File: src/rtl/perm_cache_pkg.sv
// Shared constants for the permission cache.
package perm_cache_pkg;
    localparam int OP_W = 3;
    localparam logic [OP_W-1:0] OP_INVAL = 3'd3;
endpackage

File: src/rtl/pc_range_mask.sv
// Decodes the invalidate range into a mask of page-number bits to ignore.
// Assumes: with size bit 0 the range is one page (nothing ignored); with
// size bit 1 the bits up to and including the lowest zero bit are ignored.
module pc_range_mask #(
    parameter int PPN_W = 20
) (
    input  logic             size_sel,
    input  logic [PPN_W-1:0] ppn,
    output logic [PPN_W-1:0] mask
);
    // ppn ^ (ppn+1) sets every bit from 0 through the lowest zero bit
    always_comb begin
        mask = size_sel ? (ppn ^ (ppn + 1'b1)) : '0;
    end
endmodule

File: src/rtl/pc_entry.sv
// One cache slot: key, permission and valid flag, with its own lookup,
// fill-match and invalidation-match comparators.
// Assumes: a write to this slot takes priority over a same-cycle kill.
module pc_entry #(
    parameter int DID_W       = 8,
    parameter int PPN_W       = 20,
    parameter int PERM_W      = 3,
    parameter bit GLOBAL_ONLY = 1'b0
) (
    input  logic              clk,
    input  logic              rst_n,
    input  logic [DID_W-1:0]  lk_did,
    input  logic [PPN_W-1:0]  lk_ppn,
    input  logic              wr_en,
    input  logic [DID_W-1:0]  wr_did,
    input  logic [PPN_W-1:0]  wr_ppn,
    input  logic [PERM_W-1:0] wr_perm,
    input  logic              inv_fire,
    input  logic              inv_ppnv,
    input  logic              inv_didv,
    input  logic [PPN_W-1:0]  inv_ppn,
    input  logic [PPN_W-1:0]  inv_mask,
    input  logic [DID_W-1:0]  inv_did,
    output logic              ent_valid,
    output logic              lk_match,
    output logic              wr_match,
    output logic              kill,
    output logic [PERM_W-1:0] ent_perm
);
    logic [DID_W-1:0] ent_did;
    logic [PPN_W-1:0] ent_ppn;
    logic             dom_ok;
    logic             rng_ok;

    // Key comparisons for lookup and fill
    always_comb begin
        lk_match = ent_valid && (ent_did == lk_did) && (ent_ppn == lk_ppn);
        wr_match = ent_valid && (ent_did == wr_did) && (ent_ppn == wr_ppn);
    end

    // Scope test of the pending invalidation against this slot
    always_comb begin
        dom_ok = !inv_didv || (ent_did == inv_did);
        rng_ok = !inv_ppnv || ((ent_ppn & ~inv_mask) == (inv_ppn & ~inv_mask));
        kill   = inv_fire && ent_valid && (GLOBAL_ONLY ? 1'b1 : (dom_ok && rng_ok));
    end

    // Slot state update: fill first, otherwise invalidate
    always_ff @(posedge clk) begin
        if (!rst_n) begin
            ent_valid <= 1'b0;
            ent_did   <= '0;
            ent_ppn   <= '0;
            ent_perm  <= '0;
        end else if (wr_en) begin
            ent_valid <= 1'b1;
            ent_did   <= wr_did;
            ent_ppn   <= wr_ppn;
            ent_perm  <= wr_perm;
        end else if (kill) begin
            ent_valid <= 1'b0;
        end
    end
endmodule

File: src/rtl/pc_victim.sv
// Chooses the slot for a new fill: lowest empty slot, else round-robin.
// Assumes: the pointer moves to one past the written slot on allocation.
module pc_victim #(
    parameter int ENTRIES = 8,
    parameter int IDX_W   = (ENTRIES > 1) ? $clog2(ENTRIES) : 1
) (
    input  logic               clk,
    input  logic               rst_n,
    input  logic [ENTRIES-1:0] valid_vec,
    input  logic               alloc,
    output logic [IDX_W-1:0]   victim
);
    logic [IDX_W-1:0] rr_ptr;

    // Priority search for the lowest empty slot, falling back to the pointer
    always_comb begin
        victim = rr_ptr;
        for (int i = ENTRIES - 1; i >= 0; i--) begin
            if (!valid_vec[i]) victim = IDX_W'(i);
        end
    end

    // Round-robin pointer advance on every allocation
    always_ff @(posedge clk) begin
        if (!rst_n) begin
            rr_ptr <= '0;
        end else if (alloc) begin
            rr_ptr <= (victim == IDX_W'(ENTRIES - 1)) ? '0 : victim + 1'b1;
        end
    end
endmodule

File: src/rtl/perm_cache.sv
// Fully associative permission cache keyed by domain and 4 KiB page.
// Lookups answer one cycle later; fills update in place or allocate;
// invalidate commands (opcode 3) empty slots by domain and/or page range.
// Assumes: a lookup sees neither a same-cycle fill nor a slot killed in
// the same cycle.
module perm_cache
    import perm_cache_pkg::*;
#(
    parameter int ENTRIES     = 8,
    parameter int DID_W       = 8,
    parameter int PPN_W       = 20,
    parameter int PERM_W      = 3,
    parameter bit GLOBAL_ONLY = 1'b0
) (
    input  logic              clk,
    input  logic              rst_n,
    input  logic              lk_valid,
    input  logic [DID_W-1:0]  lk_did,
    input  logic [PPN_W-1:0]  lk_ppn,
    input  logic              fill_valid,
    input  logic [DID_W-1:0]  fill_did,
    input  logic [PPN_W-1:0]  fill_ppn,
    input  logic [PERM_W-1:0] fill_perm,
    input  logic              cmd_valid,
    input  logic [OP_W-1:0]   cmd_op,
    input  logic              cmd_ppnv,
    input  logic              cmd_didv,
    input  logic              cmd_s,
    input  logic [PPN_W-1:0]  cmd_ppn,
    input  logic [DID_W-1:0]  cmd_did,
    output logic              lk_rsp_valid,
    output logic              lk_hit,
    output logic [PERM_W-1:0] lk_perm
);
    localparam int IDX_W = (ENTRIES > 1) ? $clog2(ENTRIES) : 1;

    logic [ENTRIES-1:0] valid_vec;
    logic [ENTRIES-1:0] lk_match_vec;
    logic [ENTRIES-1:0] wr_match_vec;
    logic [ENTRIES-1:0] kill_vec;
    logic [ENTRIES-1:0] wr_en_vec;
    logic [PERM_W-1:0]  perm_arr [ENTRIES];
    logic [PPN_W-1:0]   inv_mask;
    logic [IDX_W-1:0]   victim;
    logic               inv_fire;
    logic               any_wr_match;
    logic               alloc;
    logic               hit_d;
    logic [PERM_W-1:0]  perm_d;

    // Command decode
    always_comb begin
        inv_fire     = cmd_valid && (cmd_op == OP_INVAL);
        any_wr_match = |wr_match_vec;
        alloc        = fill_valid && !any_wr_match;
    end

    pc_range_mask #(.PPN_W(PPN_W)) u_mask (
        .size_sel (cmd_s),
        .ppn      (cmd_ppn),
        .mask     (inv_mask)
    );

    pc_victim #(.ENTRIES(ENTRIES), .IDX_W(IDX_W)) u_victim (
        .clk       (clk),
        .rst_n     (rst_n),
        .valid_vec (valid_vec),
        .alloc     (alloc),
        .victim    (victim)
    );

    for (genvar g = 0; g < ENTRIES; g++) begin : g_slot
        // Write select: in-place update on key match, else the victim slot
        always_comb begin
            wr_en_vec[g] = fill_valid &&
                           (any_wr_match ? wr_match_vec[g] : (victim == IDX_W'(g)));
        end

        pc_entry #(
            .DID_W(DID_W), .PPN_W(PPN_W), .PERM_W(PERM_W), .GLOBAL_ONLY(GLOBAL_ONLY)
        ) u_entry (
            .clk       (clk),
            .rst_n     (rst_n),
            .lk_did    (lk_did),
            .lk_ppn    (lk_ppn),
            .wr_en     (wr_en_vec[g]),
            .wr_did    (fill_did),
            .wr_ppn    (fill_ppn),
            .wr_perm   (fill_perm),
            .inv_fire  (inv_fire),
            .inv_ppnv  (cmd_ppnv),
            .inv_didv  (cmd_didv),
            .inv_ppn   (cmd_ppn),
            .inv_mask  (inv_mask),
            .inv_did   (cmd_did),
            .ent_valid (valid_vec[g]),
            .lk_match  (lk_match_vec[g]),
            .wr_match  (wr_match_vec[g]),
            .kill      (kill_vec[g]),
            .ent_perm  (perm_arr[g])
        );
    end

    // Hit merge with bypass of slots killed this cycle
    always_comb begin
        hit_d  = 1'b0;
        perm_d = '0;
        for (int i = 0; i < ENTRIES; i++) begin
            if (lk_match_vec[i] && !kill_vec[i]) begin
                hit_d  = 1'b1;
                perm_d = perm_d | perm_arr[i];
            end
        end
    end

    // Registered lookup answer
    always_ff @(posedge clk) begin
        if (!rst_n) begin
            lk_rsp_valid <= 1'b0;
            lk_hit       <= 1'b0;
            lk_perm      <= '0;
        end else begin
            lk_rsp_valid <= lk_valid;
            lk_hit       <= lk_valid && hit_d;
            lk_perm      <= lk_valid ? perm_d : '0;
        end
    end
endmodule

File: config.mk
export PLATFORM = sky130hd
export DESIGN_NAME = perm_cache
export DESIGN_NICKNAME = d
export VERILOG_FILES = /design/src/rtl/perm_cache_pkg.sv /design/src/rtl/pc_range_mask.sv /design/src/rtl/pc_entry.sv /design/src/rtl/pc_victim.sv /design/src/rtl/perm_cache.sv
export SDC_FILE = /design/constraint.sdc
export NUM_CORES = 1
export LEC_CHECK = 0
export BUFFER_PORTS_ARGS = -buffer_cell sky130_fd_sc_hd__buf_2
export CAP_MARGIN = 0
export CORE_ASPECT_RATIO = 1.4
export CORE_MARGIN = 2
export CORE_UTILIZATION = 40
export CTS_BUF_LIST = sky130_fd_sc_hd__clkbuf_8 sky130_fd_sc_hd__clkbuf_16
export CTS_CLUSTER_SIZE = 12
export DETAILED_ROUTE_END_ITERATION = 7
export HOLD_SLACK_MARGIN = 0.05
export SLEW_MARGIN = 20
export SYNTH_ARGS = -nofsm -noshare
export SYNTH_HDL_FRONTEND = slang
export SYNTH_SLANG_ARGS = --single-unit
File: constraint.sdc
create_clock -name clk -period 3 [get_ports clk]
set_input_delay 0.3 -clock clk [delete_from_list [all_inputs] [get_ports clk]]
set_output_delay 0.3 -clock clk [all_outputs]
set_load 0.01 [all_outputs]
==> flow_metrics.py, run 1 <==
metrics = {
    "status": {
        "status": "complete, but fails checks",
        "violations": "negative setup slack",
    },
    "sta": {
        "worst_clock_skew_ns": 0.0357,
        "min_period_ns": 3.13,
        "fmax_mhz": 319,
        "setup-tns-final_ns": -6.47,
        "finalHoldViolations": 0,
        "setup_ws_ns": -0.132,
        "rsz0062_at_grt": "true",
        "tightestPinTransition_ns": 1.06,
        "relSlewSlack": 0.285,
        "fin_crit_sh": 1.04,
        "setup_violations": 113,
        "finalMaxSlewViolations": 0,
    },
    "die": {
        "start_util": 0.405,
        "io_pins": 103,
        "dieArea_mm2": 0.0485,
        "die_y_um": 260,
        "core.rowCount": 93,
        "die_w_um": 187,
        "coreArea_mm2": 0.0461,
    },
    "cts": {
        "cts_buffer_depth": 3,
        "tritoncts": "built",
        "clk_latency_ns": 0.62,
        "cts_sinks": 264,
        "cts_inserted_buffers": 31,
        "cts_max_level": 1,
        "cts_root_buf": "clkbuf_16",
        "clkTransAtPathRegs_ns": 0.06,
    },
    "flow_run": {
        "cap_violations": 0,
    },
    "critical_path": {
        "cpPeakStageDelay_ns": 0.89,
        "cp_cell_sequence": "xor2_2 > nor4_1 > nand4_1 > buf_4 > nand4_1 > or3_4 > a21bo_4 > buf_12 > buf_12 > mux2i_2 > nor2_1",
        "critPathLaunchType": "register",
        "crit_arrival_ns": 3.62,
        "critPathKind": "reg -> reg",
        "r2r_slack_ns": -0.13,
        "critPathSlowestCell": "nor4_1",
        "reg2reg_depth": 11,
        "end_kind": "register",
        "cp_max_fo": 5,
        "cp.required_ns": 3.48,
    },
    "synth": {
        "synth_enable_flop_cells": 0,
        "avgSynthCellArea_um2": 8.70,
        "ys_seq_area_frac": 0.283,
        "yosysWarnings": 0,
        "netlist_instances": 2148,
        "synth_area_leaders": "dfxtp_1 28%, xnor2_1 17%, xor2_1 14%, mux2i_1 13%, nand2_1 5.7%",
        "netlist.area_leader.share": 0.283,
        "yosysMostFrequentCell": "xnor2_1",
        "synth_cell_types": 71,
        "synth_largest_area_cell": "dfxtp_1",
        "synth_common_cells": "357 x xnor2_1, 296 x xor2_1, 285 x nand2_1",
        "syn_area_mm2": 0.0187,
        "async_reset_ff_frac": 0,
        "syn_nets": 2253,
        "synth_ff_type": "dfxtp_1",
        "ys_seq_elements": 264,
    },
    "power_and_ir_drop": {
        "p_total_mw": 9.90,
        "switchingPower_mw": 3.17,
        "power.density_mw_per_mm2": 391,
        "p_leak_nw": 11.2,
        "ir_drop_v": 0.000768,
        "p_int_mw": 6.74,
        "switching_share": 0.320,
        "p_seq_frac": 0.370,
        "clkPwrFrac": 0.406,
        "comb_power_share": 0.224,
    },
    "detailed_routing": {
        "via_per_inst": 5.95,
        "wl_um": 117000,
        "firstDrtPassIters": 8,
        "drtAntennaViolNets": 0,
        "drt_iter0_markers": 1857,
        "wire_per_inst_um": 35.5,
        "drc": 0,
        "vias": 19600,
    },
    "cells_and_area": {
        "final_area_mm2": 0.0253,
        "final_nets": 2759,
        "area_growth_syn_to_layout_pct": 35.6,
        "layout-drive-gt1-share": 0.275,
    },
    "min_path": {
        "holdPathStages": 2,
        "hp-class": "in -> reg",
    },
    "grt": {
        "first_global_vias": 19400,
        "grt.total_usage": 0.459,
        "grt_first_pass_wirelength_um": 154000,
        "antenna_found_initial": 0,
        "globalRouteOverflowTotal": 0,
        "grt_max_degree": 80,
    },
    "place": {
        "pre_cts_slack_ns": -0.337,
        "portBuffers": 102,
        "dp_hpwl_um": 93400,
        "gp_congestion": 1.08,
        "place_area_mm2": 0.0235,
    },
}
worst max-delay path, delay by kind of cell (launching register included):
| kind | cells | cell delay [ns] |
|---|---|---|
| flops | 1 | 0.40 |
| mux | 1 | 0.23 |
| compound gates | 1 | 0.21 |
| simple gates | 5 | 1.47 |
| xor+xnor | 1 | 0.16 |
| buf+inv | 3 | 0.53 |
placed cells by master, fill, tap and decap left out, types with 7 or more instances in the layout:
master,Yosys,routed
a211oi_1,12,12
a222oi_1,9,9
nor2_1,98,97
nor4_2,1,7
xnor2_2,0,9
xor2_1,296,293
clkbuf_16,0,39
clkinv_2,0,8
nand3_1,17,17
o221ai_1,7,7
inv_1,16,22
dfxtp_1,264,260
nor3_1,10,9
buf_6,1,8
a21oi_1,30,30
xnor2_1,357,347
buf_2,64,101
o21ai_0,22,22
nand4_1,92,92
mux2i_1,249,245
a22oi_1,8,8
and3_1,10,10
o22ai_1,18,18
nor4_1,82,75
buf_4,5,460
buf_12,0,45
nand2_1,285,284
through the flow:
step | instances | hold WS [ns] | utilization
2_1_floorplan | 2148 | 0.430 | -
3_3_place_gp | 3208 | 0.450 | 0.510
3_5_place_dp | 3208 | 0.454 | 0.510
4_1_cts | 3276 | 0.0555 | 0.539
5_1_grt | 3295 | 0.0906 | 0.550
6_report | 3296 | 0.0712 | 0.550
sequential cells by signal, summed over array words and instances (netlist names):
name,flops
g_slot.u_entry.ent_did,64
g_slot.u_entry.ent_perm,24
g_slot.u_entry.ent_ppn,160
g_slot.u_entry.ent_valid,8
lk_hit,1
lk_perm,3
lk_rsp_valid,1
u_victim.rr_ptr,3
power by group through the flow:
stage / Clock [mW] / Sequential, mW / Combinational (mW)
floorplan: 0 / 3.73 / 1.01
detailed placement: 0 / 3.74 / 2.05
global route: 4.14 / 3.67 / 2.25
finish: 4.02 / 3.67 / 2.22
CTS: 4.01 / 3.66 / 2.08
global placement: 0 / 3.74 / 2.06
worst paths after layout:
kind | start | to
setup reg to reg | g_slot[1].u_entry.ent_did[5] | g_slot[7].u_entry.ent_ppn[19]
hold / removal | rst_n | g_slot[6].u_entry.ent_valid
setup / recovery | g_slot[1].u_entry.ent_did[5] | g_slot[7].u_entry.ent_ppn[19]
hold reg to reg | g_slot[5].u_entry.ent_perm[0] | g_slot[5].u_entry.ent_perm[0]
timing repair:
| item | CTS | global route |
|---|---|---|
| hold endpoints to repair | 6 | 0 |
| setup endpoints to repair | 257 | 237 |
| cloned | 3 | 10 |
| buffers inserted | 5 | 10 |
| resized for setup | 24 | 35 |
| pin swaps | 6 | 21 |
| hold buffers | 4 | 0 |
area by class of cell:
cell class	instances	area [um2]
Fill cell	4445	20800
Clock buffer	35	831
Sequential cell	264	5290
Inverter	17	63.8
Clock inverter	22	211
Antenna cell	1	2.50
Timing Repair Buffer	628	5250
Multi-Input combinational cell	1712	12900
Tap cell	617	772
cells by family after synthesis:
group / count (synthesis) / share of synthesized area
AO/OA/AOI/OAI: 168 / 0.0644
adder cells (fa/ha/maj): 7 / 0.00469
XOR/XNOR: 653 / 0.306
flip-flops: 264 / 0.283
AND/OR/NAND/NOR: 635 / 0.168
multiplexers: 249 / 0.133
buffers and inverters: 172 / 0.0403
per-layer routing:
metal	GRT usage	vias to the layer above	part of all wire
li1	-	8389	-
met1	0.508	9430	0.35
met2	0.753	1280	0.45
met3	0.0740	506	0.081
met4	0.437	0	0.12
met5	0	-	0
(Power assumes the default switching activity.)
==> run 2, diff against run 1 <==
ABC_CLOCK_PERIOD_IN_PS = 3000   (was unset)
CTS_BUF_LIST = sky130_fd_sc_hd__clkbuf_2   (was sky130_fd_sc_hd__clkbuf_8 sky130_fd_sc_hd__clkbuf_16)
==> run 2 against run 1 <==
The run ends with design-rule violations, negative setup slack left; global-route usage rose by 1.2 points; combinational power is essentially flat; first-iteration DRC count rose by 11%; total power shrank 10%; register-to-register slack hardly changed; final area fell by 0.64%.
==> flow_metrics.py, run 2 (same netlist as run 1, synthesis figures left out) <==
metrics = {
    "place": {
        "gp_congestion": 1.08,
        "pre_cts_slack_ns": -0.337,
        "portBuffers": 102,
        "dp_hpwl_um": 93400,
        "placed_cells": 3208,
    },
    "critical_path": {
        "crit_arrival_ns": 4.08,
        "cpPeakStageDelay_ns": 0.40,
        "end_kind": "register",
        "cp.required_ns": 3.95,
        "r2r-end": "g_slot[7].u_entry.ent_did[7]",
        "crit_path_frequent_cell": "nand4_1",
        "critPathLaunchType": "register",
        "cp_max_fo": 5,
        "reg2reg_depth": 12,
        "r2r_slack_ns": -0.13,
        "critPathKind": "reg -> reg",
        "rr_startpoint": "g_slot[6].u_entry.ent_did[0]",
        "cp_cell_sequence": "buf_4 > xnor2_1 > nand4_1 > nor4_1 > nand2_1 > nand4_1 > or3_1 > a21bo_4 > buf_12 > buf_16 > mux2i_1 > nor2_1",
        "critPathSlowestCell": "nand4_1",
    },
    "min_path": {
        "holdPathEnd": "g_slot[5].u_entry.ent_ppn[17]",
        "holdPathStages": 4,
        "hp-class": "in -> reg",
        "min_from": "rst_n",
    },
    "cts": {
        "cts_max_level": 3,
        "tritoncts": "built",
        "cts_buffer_depth": 3,
        "cts_sinks": 264,
        "cts_inserted_buffers": 74,
        "clkTransAtPathRegs_ns": 0.11,
        "clk_latency_ns": 1.16,
        "cts_root_buf": "clkbuf_2",
    },
    "cells_and_area": {
        "mostFrequentLayoutCells": "456 x buf_4, 348 x xnor2_1, 293 x xor2_1, 284 x nand2_1, 259 x dfxtp_1",
        "final_util": 0.546,
        "largest_reg_flops": 160,
        "reg_top3": "g_slot.u_entry.ent_ppn: 160 flops, g_slot.u_entry.ent_did: 64 flops, g_slot.u_entry.ent_perm: 24 flops",
        "final_nets": 2827,
        "area_growth_syn_to_layout_pct": 34.7,
        "layout_commonest_cell": "buf_4",
        "regMostFlops": "g_slot.u_entry.ent_ppn",
        "final_cell_count_no_fill": 3393,
        "layout-drive-gt1-share": 0.284,
    },
    "sta": {
        "tightestPinTransition_ns": 0.958,
        "hold_ws_ns": 0.129,
        "finalHoldViolations": 0,
        "fmax_mhz": 319,
        "fin_crit_sh": 1.04,
        "setup_ws_ns": -0.133,
        "setup_violations": 52,
        "worst_clock_skew_ns": 0.106,
        "finalMaxSlewViolations": 0,
        "min_period_ns": 3.13,
        "rsz0062_at_grt": "true",
        "relSlewSlack": 0.359,
    },
    "detailed_routing": {
        "wire_per_inst_um": 34.3,
        "firstDrtPassIters": 8,
        "wl_um": 116000,
        "via_per_inst": 5.86,
        "drt_iter0_markers": 2066,
        "drtAntennaViolNets": 0,
        "drc": 2,
        "vias": 19900,
    },
    "power_and_ir_drop": {
        "power.density_mw_per_mm2": 352,
        "p_leak_nw": 11.2,
        "p_total_mw": 8.87,
        "p_int_mw": 5.62,
        "switching_share": 0.366,
        "switchingPower_mw": 3.24,
        "ir_drop_v": 0.000347,
        "clkPwrFrac": 0.336,
        "comb_power_share": 0.251,
        "p_seq_frac": 0.413,
    },
    "grt": {
        "grt_max_degree": 80,
        "first_global_vias": 20000,
        "globalRouteOverflowTotal": 0,
        "grt_first_pass_wirelength_um": 157000,
        "grt.total_usage": 0.471,
        "antenna_found_initial": 6,
    },
    "die": {
        "die_w_um": 187,
        "die_y_um": 260,
        "coreArea_mm2": 0.0461,
        "dieArea_mm2": 0.0485,
        "core.rowCount": 93,
        "io_pins": 103,
        "start_util": 0.405,
    },
    "flow_run": {
        "cap_violations": 0,
    },
    "status": {
        "violations": "design-rule violations, negative setup slack",
        "status": "complete, but fails checks",
    },
}
-- run 2: changes by cell type in the layout (fill, tap and decap cells not counted), moves of 4 or more --
cell and delta:
clkbuf_2 +102, buf_4 -4, clkbuf_8 -4, inv_1 -7, clkinv_1 +10, dlygate4sd3_1 +41, clkbuf_16 -39
-- run 2: per-layer routing --
layer / GRT usage / vias up / share of wire
li1: - / 8564 / -
met4: 0.464 / 4 / 0.11
met1: 0.510 / 9592 / 0.36
met3: 0.112 / 500 / 0.080
met5: 0 / - / 0.00017
met2: 0.751 / 1227 / 0.44
-- run 2: through the flow --
stage | instance area (um2) | setup TNS (ns)
detailed placement | 23500 | -51.45
global placement | 23500 | -59.45
floorplan | 18700 | 0
CTS | 25000 | 0
finish | 25200 | -2.22
global route | 25200 | -1.12
-- run 2: repair_timing --
action / CTS / global route
pin swaps: 7 / 20
endpoints found under the hold margin: 264 / 0
hold buffers: 45 / 0
setup endpoints to repair: 258 / 245
gates resized for setup: 26 / 31
buffers inserted: 3 / 5
gates cloned: 4 / 0
-- run 2: final cells by class --
type	instances	area [um2]
Inverter	17	63.8
Antenna cell	4	10.0
Sequential cell	264	5290
Timing Repair Buffer	653	5390
Multi-Input combinational cell	1712	12900
Fill cell	4478	20900
Clock buffer	102	510
Tap cell	617	772
Clock inverter	24	191
-- run 2: worst max-delay path, delay by kind of cell (launching register included) --
kind | cells | cell delay (ns)
AND/OR/NAND/NOR | 6 | 1.38
multiplexers | 1 | 0.19
XOR/XNOR | 1 | 0.32
flip-flops | 1 | 0.39
buffers and inverters | 3 | 0.49
AO/OA/AOI/OAI | 1 | 0.17
-- run 2: worst max-delay path by stage --
| stage | from | endpoint | slack (ns) | cells past startpoint |
|---|---|---|---|---|
| after floorplan | g_slot[6].u_entry.ent_valid | g_slot[7].u_entry.ent_did[0] | 0.34 | 13 |
| after global routing | g_slot[4].u_entry.ent_ppn[2] | g_slot[7].u_entry.ent_did[3] | -0.09 | 12 |
| after CTS | g_slot[5].u_entry.ent_did[1] | g_slot[7].u_entry.ent_did[6] | 0.006 | 15 |
| after detailed placement | fill_ppn[1] | g_slot[4].u_entry.ent_did[1] | -0.34 | 13 |
| final | g_slot[6].u_entry.ent_did[0] | g_slot[7].u_entry.ent_did[7] | -0.13 | 12 |
| after global placement | fill_ppn[18] | g_slot[2].u_entry.ent_ppn[4] | -0.31 | 12 |
-- run 2: power groups by stage --
stage / Combinational (mW) / Clock [mW] / Sequential, mW
2_1_floorplan: 1.01 / 0 / 3.73
3_3_place_gp: 2.06 / 0 / 3.74
3_5_place_dp: 2.05 / 0 / 3.74
4_1_cts: 2.12 / 3.01 / 3.66
5_1_grt: 2.26 / 3.16 / 3.67
6_report: 2.23 / 2.98 / 3.66
